## config.mk

```make
export PLATFORM = sky130hd
export DESIGN_NAME = srt_timing_sel
export DESIGN_NICKNAME = d
export VERILOG_FILES = /design/src/rtl/srt_pkg.sv /design/src/rtl/srt_ctrl.sv /design/src/rtl/srt_dpath.sv /design/src/rtl/srt_timing_sel.sv
export SDC_FILE = /design/constraint.sdc
export NUM_CORES = 1
export LEC_CHECK = 0
export ABC_AREA = 1
export BUFFER_PORTS_ARGS = -buffer_cell sky130_fd_sc_hd__buf_2
export CAP_MARGIN = 15
export CORE_UTILIZATION = 63
export DETAILED_ROUTE_END_ITERATION = 8
export PLACE_DENSITY = 0.82
export SLEW_MARGIN = 20
export SYNTH_ARGS = -nofsm -noshare
export SYNTH_HDL_FRONTEND = slang
export SYNTH_SLANG_ARGS = --single-unit
```

## constraint.sdc

```tcl
create_clock -name clk -period 3.9 [get_ports clk]
set_clock_uncertainty 0.1 [all_clocks]
set_input_delay 0.195 -clock clk [delete_from_list [all_inputs] [get_ports clk]]
set_output_delay 0.195 -clock clk [all_outputs]
set_load 0.03 [all_outputs]
```

## src/rtl/srt_pkg.sv

```systemverilog
package srt_pkg;

  localparam int MAX_DIVISOR = 98304;
  localparam int CNT_W       = $clog2(MAX_DIVISOR + 1);
  localparam int NUM_SRC     = 5;
  localparam int SRC_W       = 3;
  localparam int CODE_W      = 4;
  localparam int IDX_W       = 5;
  localparam int PORT_W      = 4;
  localparam int WS_BASE     = 6;
  localparam int IDX_COUNT   = 1 << IDX_W;
  localparam logic [15:0] FIELD_MASK = 16'h0F1F;

  typedef enum logic [1:0] {
    MODE_OFF = 2'd0,
    MODE_DIV = 2'd1,
    MODE_WS  = 2'd2
  } tmode_e;

  // Per-channel strobes from control to datapath
  typedef struct packed {
    logic              restart;
    tmode_e            mode;
    logic [SRC_W-1:0]  srcIdx;
    logic [PORT_W-1:0] wsIdx;
    logic [CNT_W-1:0]  divTerm;   // divisor - 1
  } chan_ctrl_t;

  // Divisor for an index; zero marks an index past the end of the table.
  function automatic logic [CNT_W-1:0] divisor_of(input logic [IDX_W-1:0] idx);
    int divAcc;
    int stepAcc;
    logic [CNT_W-1:0] res;
    divAcc  = 2;
    stepAcc = 2;
    res     = '0;
    for (int i = 0; i < IDX_COUNT; i++) begin
      if ((IDX_W'(i) == idx) && (divAcc <= MAX_DIVISOR)) res = CNT_W'(divAcc);
      if ((i > 2) && ((i % 2) == 1)) stepAcc = stepAcc * 2;
      if (i == 28) begin
        divAcc  = divAcc + stepAcc;
        stepAcc = stepAcc * 2;
      end
      divAcc = divAcc + stepAcc;
    end
    return res;
  endfunction

  // Word-select remap when ports share pins
  function automatic logic [PORT_W-1:0] shared_port(input logic [PORT_W-1:0] p);
    logic [PORT_W-1:0] r;
    case (p)
      PORT_W'(1), PORT_W'(2), PORT_W'(9): r = PORT_W'(0);
      PORT_W'(4):                         r = PORT_W'(3);
      PORT_W'(8):                         r = PORT_W'(7);
      default:                            r = p;
    endcase
    return r;
  endfunction

endpackage

```

## src/rtl/srt_ctrl.sv

```systemverilog
module srt_ctrl
  import srt_pkg::*;
#(
  parameter int NUM_CH    = 4,
  parameter int NUM_PORTS = 10,
  localparam int NUM_REG  = (NUM_CH + 1) / 2,
  localparam int REG_AW   = (NUM_REG > 1) ? $clog2(NUM_REG) : 1
) (
  input  logic              clk,
  input  logic              rstN,
  input  logic              wrEn,
  input  logic [REG_AW-1:0] wrAddr,
  input  logic [1:0]        wrHalf,
  input  logic [31:0]       wrData,
  input  logic              pinShare,
  output chan_ctrl_t        chCtrl [NUM_CH]
);

  localparam logic [CODE_W-1:0] SRC_LAST = CODE_W'(NUM_SRC - 1);
  localparam logic [CODE_W-1:0] WS_FIRST = CODE_W'(WS_BASE);
  localparam int                WS_END   = WS_BASE + NUM_PORTS;

  // Bits outside the stored field positions are discarded by the mask
  logic unusedWrBits;
  assign unusedWrBits = ^{wrData[31:28], wrData[23:21], wrData[15:12], wrData[7:5]};

  for (genvar ch = 0; ch < NUM_CH; ch++) begin : g_chan
    localparam int REG  = ch / 2;
    localparam int HALF = ch % 2;

    logic              hit;
    logic [15:0]       newField;
    logic [CODE_W-1:0] codeQ;
    logic [IDX_W-1:0]  idxQ;
    logic [CNT_W-1:0]  divVal;
    logic [PORT_W-1:0] portRaw;
    logic              wsValid;

    assign hit      = wrEn && (wrAddr == REG_AW'(REG)) && wrHalf[HALF];
    assign newField = wrData[HALF*16 +: 16] & FIELD_MASK;

    always_ff @(posedge clk) begin
      if (!rstN) begin
        codeQ <= '0;
        idxQ  <= '0;
      end else if (hit) begin
        codeQ <= newField[11:8];
        idxQ  <= newField[4:0];
      end
    end

    assign divVal  = divisor_of(idxQ);
    assign portRaw = PORT_W'(codeQ - WS_FIRST);
    assign wsValid = (codeQ >= WS_FIRST) && (int'(codeQ) < WS_END);

    always_comb begin
      chCtrl[ch]         = '0;
      chCtrl[ch].restart = hit;
      chCtrl[ch].mode    = MODE_OFF;
      chCtrl[ch].srcIdx  = codeQ[SRC_W-1:0];
      if ((codeQ <= SRC_LAST) && (divVal != '0)) begin
        chCtrl[ch].mode    = MODE_DIV;
        chCtrl[ch].divTerm = divVal - CNT_W'(1);
      end else if (wsValid) begin
        chCtrl[ch].mode  = MODE_WS;
        chCtrl[ch].wsIdx = pinShare ? shared_port(portRaw) : portRaw;
      end
    end
  end

endmodule

```

## src/rtl/srt_dpath.sv

```systemverilog
module srt_dpath
  import srt_pkg::*;
#(
  parameter int NUM_CH    = 4,
  parameter int NUM_PORTS = 10
) (
  input  logic                 clk,
  input  logic                 rstN,
  input  chan_ctrl_t           chCtrl [NUM_CH],
  input  logic [NUM_SRC:0]     divEnable,
  input  logic [NUM_SRC-1:0]   srcTick,
  input  logic [NUM_PORTS-1:0] wsStrobe,
  output logic [NUM_CH-1:0]    tmPulse
);

  logic unusedEnBit;
  assign unusedEnBit = divEnable[0];

  for (genvar ch = 0; ch < NUM_CH; ch++) begin : g_chan
    logic [CNT_W-1:0] cnt;
    logic             pulseQ;
    logic             tick;
    logic             wsBit;

    // Gated tick of the selected source
    always_comb begin
      tick = 1'b0;
      for (int s = 0; s < NUM_SRC; s++) begin
        if (chCtrl[ch].srcIdx == SRC_W'(s)) tick = srcTick[s] & divEnable[s+1];
      end
    end

    // Selected word-select strobe
    always_comb begin
      wsBit = 1'b0;
      for (int p = 0; p < NUM_PORTS; p++) begin
        if (chCtrl[ch].wsIdx == PORT_W'(p)) wsBit = wsStrobe[p];
      end
    end

    always_ff @(posedge clk) begin
      if (!rstN) begin
        cnt    <= '0;
        pulseQ <= 1'b0;
      end else if (chCtrl[ch].restart) begin
        cnt    <= '0;
        pulseQ <= 1'b0;
      end else begin
        case (chCtrl[ch].mode)
          MODE_DIV: begin
            pulseQ <= 1'b0;
            if (tick) begin
              if (cnt == chCtrl[ch].divTerm) begin
                cnt    <= '0;
                pulseQ <= 1'b1;
              end else begin
                cnt <= cnt + CNT_W'(1);
              end
            end
          end
          MODE_WS: begin
            cnt    <= '0;
            pulseQ <= wsBit;
          end
          default: begin
            cnt    <= '0;
            pulseQ <= 1'b0;
          end
        endcase
      end
    end

    assign tmPulse[ch] = pulseQ;
  end

endmodule

```

## src/rtl/srt_timing_sel.sv

```systemverilog
module srt_timing_sel
  import srt_pkg::*;
#(
  parameter int NUM_CH    = 4,
  parameter int NUM_PORTS = 10,
  localparam int NUM_REG  = (NUM_CH + 1) / 2,
  localparam int REG_AW   = (NUM_REG > 1) ? $clog2(NUM_REG) : 1
) (
  input  logic                 clk,
  input  logic                 rstN,
  input  logic                 wrEn,
  input  logic [REG_AW-1:0]    wrAddr,
  input  logic [1:0]           wrHalf,
  input  logic [31:0]          wrData,
  input  logic                 pinShare,
  input  logic [NUM_SRC:0]     divEnable,
  input  logic [NUM_SRC-1:0]   srcTick,
  input  logic [NUM_PORTS-1:0] wsStrobe,
  output logic [NUM_CH-1:0]    tmPulse
);

  chan_ctrl_t chCtrl [NUM_CH];

  srt_ctrl #(
    .NUM_CH   (NUM_CH),
    .NUM_PORTS(NUM_PORTS)
  ) u_ctrl (
    .clk     (clk),
    .rstN    (rstN),
    .wrEn    (wrEn),
    .wrAddr  (wrAddr),
    .wrHalf  (wrHalf),
    .wrData  (wrData),
    .pinShare(pinShare),
    .chCtrl  (chCtrl)
  );

  srt_dpath #(
    .NUM_CH   (NUM_CH),
    .NUM_PORTS(NUM_PORTS)
  ) u_dpath (
    .clk      (clk),
    .rstN     (rstN),
    .chCtrl   (chCtrl),
    .divEnable(divEnable),
    .srcTick  (srcTick),
    .wsStrobe (wsStrobe),
    .tmPulse  (tmPulse)
  );

endmodule

```

## Yosys cells after proc, flatten, opt, wreduce, memory -nomap -nowiden

Index checks and enable logic that the tools add are counted.

| operators by class | value |
|---|---|
| add/sub/neg operators | 12 |
| order comparisons | 8 |
| equal/unequal tests | 200 |
| mux-type cells | 224 |
| bitwise logic cells | 11 |
| reductions and logical operators | 38 |

Operator list:

| cell | count |
|---|---|
| 17-bit two-way mux | 124 |
| 5-bit == test (first input constant) | 56 |
| 4-bit by 5-bit == test with 1-bit output (first input constant) | 32 |
| 3-bit by 5-bit == test with 1-bit output (first input constant) | 16 |
| 4-bit by 3-bit == test with 1-bit output (second input constant) | 20 |
| 17-bit by 1-bit adder with 17-bit output (second input constant) | 4 |
| 17-bit == test | 4 |
| 1-bit two-way mux | 68 |
| 17-bit nonzero test | 4 |
| 17-bit by 1-bit subtractor with 17-bit output (second input constant) | 4 |
| 4-bit == test (second input constant) | 16 |
| 4-bit by 2-bit == test with 1-bit output (second input constant) | 12 |
| 4-bit two-way mux | 12 |
| 4-bit one-hot mux with 3 select lines | 4 |
| 2-bit by 5-bit == test with 1-bit output (first input constant) | 8 |
| 4-bit by 1-bit == test with 1-bit output (second input constant) | 8 |
| 3-bit by 2-bit == test with 1-bit output (second input constant) | 8 |
| 2-bit two-way mux | 12 |
| 3-bit OR reduction | 8 |
| 1-bit by 5-bit == test with 1-bit output (first input constant) | 4 |
| 5-bit zero test | 4 |
| 4-bit by 3-bit greater-or-equal comparator with 1-bit output (second input constant) | 4 |
| 4-bit by 3-bit less-or-equal comparator with 1-bit output (second input constant) | 4 |
| 4-bit zero test | 4 |
| other kinds (11) | 53 |

| storage, ports and cells | value |
|---|---|
| register bits after elaboration | 108 |
| input bits | 60 |
| output and inout port bits | 4 |

## Longest topological paths before layout

| logic depth | value |
|---|---|
| depth in word-level cells | 46 |
| mapped depth | 24 |

## Modules after synthesis

From an unflattened synthesis, not the netlist that was laid out.

| unflattened totals | value |
|---|---|
| cells, all modules | 2140 |
| area total of the unflattened synthesis | 11773.8 um2 |

By module, submodules not included:

| module | times used | cells each | area an instance (um2) | sequential area each (um2) |
|---|---|---|---|---|
| srt_dpath | 1 | 1110 | 6403.6 | 1441.4 |
| srt_ctrl | 1 | 1030 | 5370.2 | 720.7 |

## Worst setup path before layout

OpenSTA, ideal clock, no wires.

| timing path | value |
|---|---|
| path type | register to register |
| start point | register u_ctrl.g_chan[1].idxQ[4] |
| end point | register u_dpath.g_chan[1].cnt[10] |
| arrival | 2536 ps |
| required time | 3684 ps |
| setup slack | 1148 ps |
| cell stages (with the launch flop) | 21 |
| buffers on the path | 3 |
| period minus slack after synthesis | 2752 ps |
| path through | dfxtp_1 inv_1 clkbuf_1 nand3_1 nand2_1 inv_1 ha_1 nand3_1 nor2_4 a21boi_4 buf_6 nand2_1 nand2_1 nand3_1 nor3_2 inv_1 nor2_2 nand3_2 nand2_4 buf_6 nor2_2 |

| on the way | value |
|---|---|
| cells in the longest elaborated chain, start to end | 37 |
| elaborated cells on any way between the ends | 70 |
| classes of those cells | add/sub (1); eq/ne (31); mux (33); bitwise (1); reduce/logical (4) |

Ends and longest elaborated chain:

| element | RTL line | text |
|---|---|---|
| start: declaration | srt_ctrl.sv:34 | `logic [IDX_W-1:0] idxQ;` |
| start signal: assignment | srt_ctrl.sv:48 | `idxQ <= newField[4:0];` |
| 5-bit zero test | srt_pkg.sv:38 | `if ((IDX_W'(i) == idx) && (divAcc <= MAX_DIVISOR)) res = CNT_W'(divAcc);` |
| 2-bit two-way mux | srt_pkg.sv:38 |  |
| 17-bit two-way mux (28 in series) | srt_pkg.sv:38 |  |
| 17-bit two-way mux * | srt_pkg.sv:38 |  |
| branches (longest 6 deep; another with 17-bit by 1-bit subtractor with 17-bit output) | - |  |
| end signal: assignment | srt_dpath.sv:57 | `cnt <= cnt + CNT_W'(1);` |
| end: declaration | srt_dpath.sv:20 | `logic [CNT_W-1:0] cnt;` |

Every way passes the cells marked *.
A chain may end at the register's enable or synchronous reset.

## Final worst setup path

| timing path | value |
|---|---|
| start point | register u_ctrl.g_chan[0].idxQ[4] |
| end point | register u_dpath.g_chan[0].cnt[15] |

| on the way | value |
|---|---|
| cells in the longest elaborated chain, start to end | 37 |
| elaborated cells on any way between the ends | 70 |
| classes of those cells | add/sub (1); eq/ne (31); mux (33); bitwise (1); reduce/logical (4) |

Ends and longest elaborated chain:

| element | RTL line |
|---|---|
| start: declaration | srt_ctrl.sv:34 |
| start signal: assignment | srt_ctrl.sv:48 |
| 5-bit zero test | srt_pkg.sv:38 |
| 2-bit two-way mux | srt_pkg.sv:38 |
| 17-bit two-way mux (28 in series) | srt_pkg.sv:38 |
| 17-bit two-way mux * | srt_pkg.sv:38 |
| branches (longest 6 deep; another with 17-bit by 1-bit subtractor with 17-bit output) | - |
| end signal: assignment | srt_dpath.sv:57 |
| end: declaration | srt_dpath.sv:20 |

Marks and branches as above.

==> run_results.csv <==
group,metric,value,unit
clock_network,clk_latency,0.37,ns
critical_path,critPathArrivalTime,3.66,ns
sta,timing.final.crit_period,3.50,ns
sta,fin_crit_sh,89.8,%
final_layout,final_core_util,69.5,%
global_routing,antenna_found_initial,0,
critical_path,path_class,"flip-flop to flip-flop",
final_layout,fillers,1557,
synthesis,syn-num-nets,1975,
run,drv_cap,0,
floorplanning,std_cell_rows,46,
floorplanning,pin_count,64,
critical_path,setup.worst_path.start,"u_ctrl.g_chan[0].idxQ[4]$_SDFFE_PN0P_",
sta,rsz0062_at_grt,"no",
placed_design,place_ws,0.314,ns
floorplanning,initial_core_util,65.3,%
floorplanning,die_y,131,µm
critical_path,r2r_end,"u_dpath.g_chan[0].cnt[15]$_SDFFE_PP0P_",
floorplanning,die_area,17200,µm²
drt,via_per_inst,5.57,
drt,drc,0,
power_and_ir_drop,power_density,299,nW/µm²
sta,relSlewSlack,51.0,%
drt,drtIter0Drc,934,
power_and_ir_drop,p_leak,5.42,nW
drt,ant_nets,0,
placed_design,gp_congestion,0.893,
synthesis,yosysTopAreaCellShare,20.5,%
final_layout,drive_gt1_share,7.76,%
critical_path,crit_path_start_kind,"flip-flop",
critical_path,endpoint,"u_dpath.g_chan[0].cnt[15]$_SDFFE_PP0P_",
clock_network,clk_pin_slew,0.08,ns
final_layout,nets,2004,
floorplanning,die_w,131,µm
sta,finalHoldViolCount,0,
sta,tightest_slew,0.734,ns
sta,setup_viol,0,
hold_path,hold_path.class,"primary input to flip-flop",
global_routing,grt_max_degree,41,
global_routing,grt_pass1_wl,44.7,mm
synthesis,synth_edf_count,0,
clock_network,cts_buffers,9,
drt,first_pass_iters,6,
clock_network,cts_hold_buf,0,
synthesis,async_flop_share,0,%
sta,fmax,0.285,GHz
clock_network,clockRootBuffer,"clkbuf_16",
global_routing,grt_usage,30.4,%
synthesis,synth_largest_area_cell,"dfxtp_1",
floorplanning,core_area,16100,µm²
drt,wl_per_cell,12.5,µm
critical_path,cp-end-kind,"flip-flop",
synthesis,yosysSeqAreaShare,20.5,%
final_layout,syn_to_final_growth,6.48,%
clock_network,clock-sinks,108,
clock_network,htree_levels,3,
synthesis,ys_warn_count,0,
synthesis,synth-main-ff-cell,"dfxtp_1",
critical_path,r2r_slack,0.40,ns
global_routing,grt_pass1_vias,10400,
clock_network,cts_tree,"done",
power_and_ir_drop,peakVddDrop,225,µV
synthesis,syn_inst,1899,
outcome,status,"finished, final reports clean",
critical_path,ff2ff_path_depth,20,
synthesis,synth.area.top_cells,"dfxtp_1 21%, nand2_1 19%, nor2_1 11%",
clock_network,clockBufferDepth,2,
synthesis,synth-seq-cells,108,
placed_design,io_buffers,48,
sta,fin_ws,0.396,ns
sta,report.final.slew_viol_count,0,
global_routing,grt_overflow,0,
critical_path,critPathMaxFanout,16,
critical_path,timing.rr.start,"u_ctrl.g_chan[0].idxQ[4]$_SDFFE_PN0P_",
synthesis,synth_area,10500,µm²
drt,wirelength,26.8,mm
final_layout,diodes,0,
drt,vias,12000,
sta,setup_tns,0,ns
placed_design,place_hpwl,20.7,mm
synthesis,syn_avg_cell_area,5.54,µm²
critical_path,critical_path_required,4.06,ns
synthesis,netlist-cell-type-count,42,
timing repair:
| action | CTS | global route |
|---|---|---|
| gates resized for setup | 0 | 5 |
| endpoints found under the hold margin | 0 | 0 |
| setup endpoints to repair | 0 | 33 |
| setup buffers | 0 | 4 |
Yosys cell counts, types with 11 or more instances:
library cell,n
o21ai_0,84
clkbuf_1,17
nor3_1,42
a21oi_1,60
inv_1,219
inv_2,12
nand3_1,223
dfxtp_1,108
nor2_2,29
ha_1,16
xor2_1,54
nand3b_1,11
nor2_1,318
nand4_1,59
nand2_1,535
cells in the final DEF, fill, tap and decap left out, types with 6 or more instances in the layout:
cell type,instances
nor2_1,318
buf_2,48
nand2_4,6
xnor2_1,10
nand4_1,59
a21oi_1,60
ha_1,16
nor2_2,29
buf_4,9
o21bai_1,6
clkbuf_16,9
nand2_1,535
o21ai_1,8
o211ai_1,7
nand2_2,9
nor3_1,42
nand3_1,223
inv_1,217
o21ai_0,84
inv_2,12
dfxtp_1,106
nand3b_1,11
xor2_1,54
power breakdown:
part	internal, W	total [W]	leakage (nW)	switching [W]
logic	0.000387	0.00119	4.40	0.000806
clock network	0.000514	0.000980	0.152	0.000465
registers	0.00113	0.00118	0.876	0.0000468
worst max-delay path, stage by stage (launching register included):
cell	delay, ns
dfxtp_1	0.59
inv_2	0.18
nand3_1	0.21
nand2_1	0.08
inv_1	0.11
ha_1	0.22
nand2_1	0.07
nor2_1	0.23
nand2_1	0.15
nor2_1	0.11
nand2_1	0.05
nand2_1	0.08
nand2_1	0.06
nand2_1	0.07
nand2_1	0.05
nor2_1	0.13
nand3b_1	0.10
nor2_1	0.26
nand3_1	0.18
nand2_2	0.28
nor2_1	0.08
metal layers:
metal  wire length, µm  global-route usage [%]  vias to the layer above
met5                 0                       0                        -
met4               824                    12.2                        0
met3              1580                    4.09                       81
met2             12400                    51.7                      373
met1             12000                    38.7                     5331
li1                  -                       -                     6186
registers in the layout, indices dropped and copies added, names as in the netlist:
register               cells
u_dpath.g_chan.cnt        68
u_ctrl.g_chan.codeQ       16
u_ctrl.g_chan.idxQ        20
u_dpath.g_chan.pulseQ      4
area by class of cell:
cell class | instances | area (µm²) | share of cell area (%)
Inverter | 231 | 875 | 7.80
Clock inverter | 6 | 78.8 | 0.703
Tap cell | 216 | 270 | 2.41
Clock buffer | 10 | 229 | 2.04
Timing Repair Buffer | 57 | 308 | 2.75
Multi-Input combinational cell | 1521 | 7280 | 65.0
Sequential cell | 108 | 2160 | 19.3
through the flow:
| stage | cells | total power [W] | hold WS [ns] | cell area (µm²) |
|---|---|---|---|---|
| after floorplan | 1899 | 0.00214 | 0.288 | 10500 |
| after global placement | 2129 | 0.00233 | 0.387 | 10900 |
| after detailed placement | 2129 | 0.00236 | 0.389 | 10900 |
| after CTS | 2145 | 0.00334 | 0.0140 | 11200 |
| after global routing | 2149 | 0.00357 | 0.0358 | 11200 |
| final | 2149 | 0.00335 | 0.0188 | 11200 |
worst min-delay path by stage:
stage,start,to,slack [ns],cells after the start
after floorplan,wrData[11],u_ctrl.g_chan[0].codeQ[3]$_SDFFE_PN0P_,0.29,2
after global placement,u_dpath.g_chan[3].cnt[1]$_SDFFE_PP0P_,u_dpath.g_chan[3].cnt[1]$_SDFFE_PP0P_,0.39,2
after detailed placement,u_dpath.g_chan[3].cnt[1]$_SDFFE_PP0P_,u_dpath.g_chan[3].cnt[1]$_SDFFE_PP0P_,0.39,2
after CTS,wrData[2],u_ctrl.g_chan[2].idxQ[2]$_SDFFE_PN0P_,0.01,3
after global routing,wrData[2],u_ctrl.g_chan[2].idxQ[2]$_SDFFE_PN0P_,0.04,3
final,wrData[9],u_ctrl.g_chan[2].codeQ[1]$_SDFFE_PN0P_,0.02,3
cell families after synthesis:
family / synth area share, %
buf+inv: 10.3
fa+ha+maj: 1.90
xor+xnor: 5.33
simple gates: 51.8
flops: 20.5
compound gates: 10.1
No activity file was read; power rests on OpenSTA's default activity.
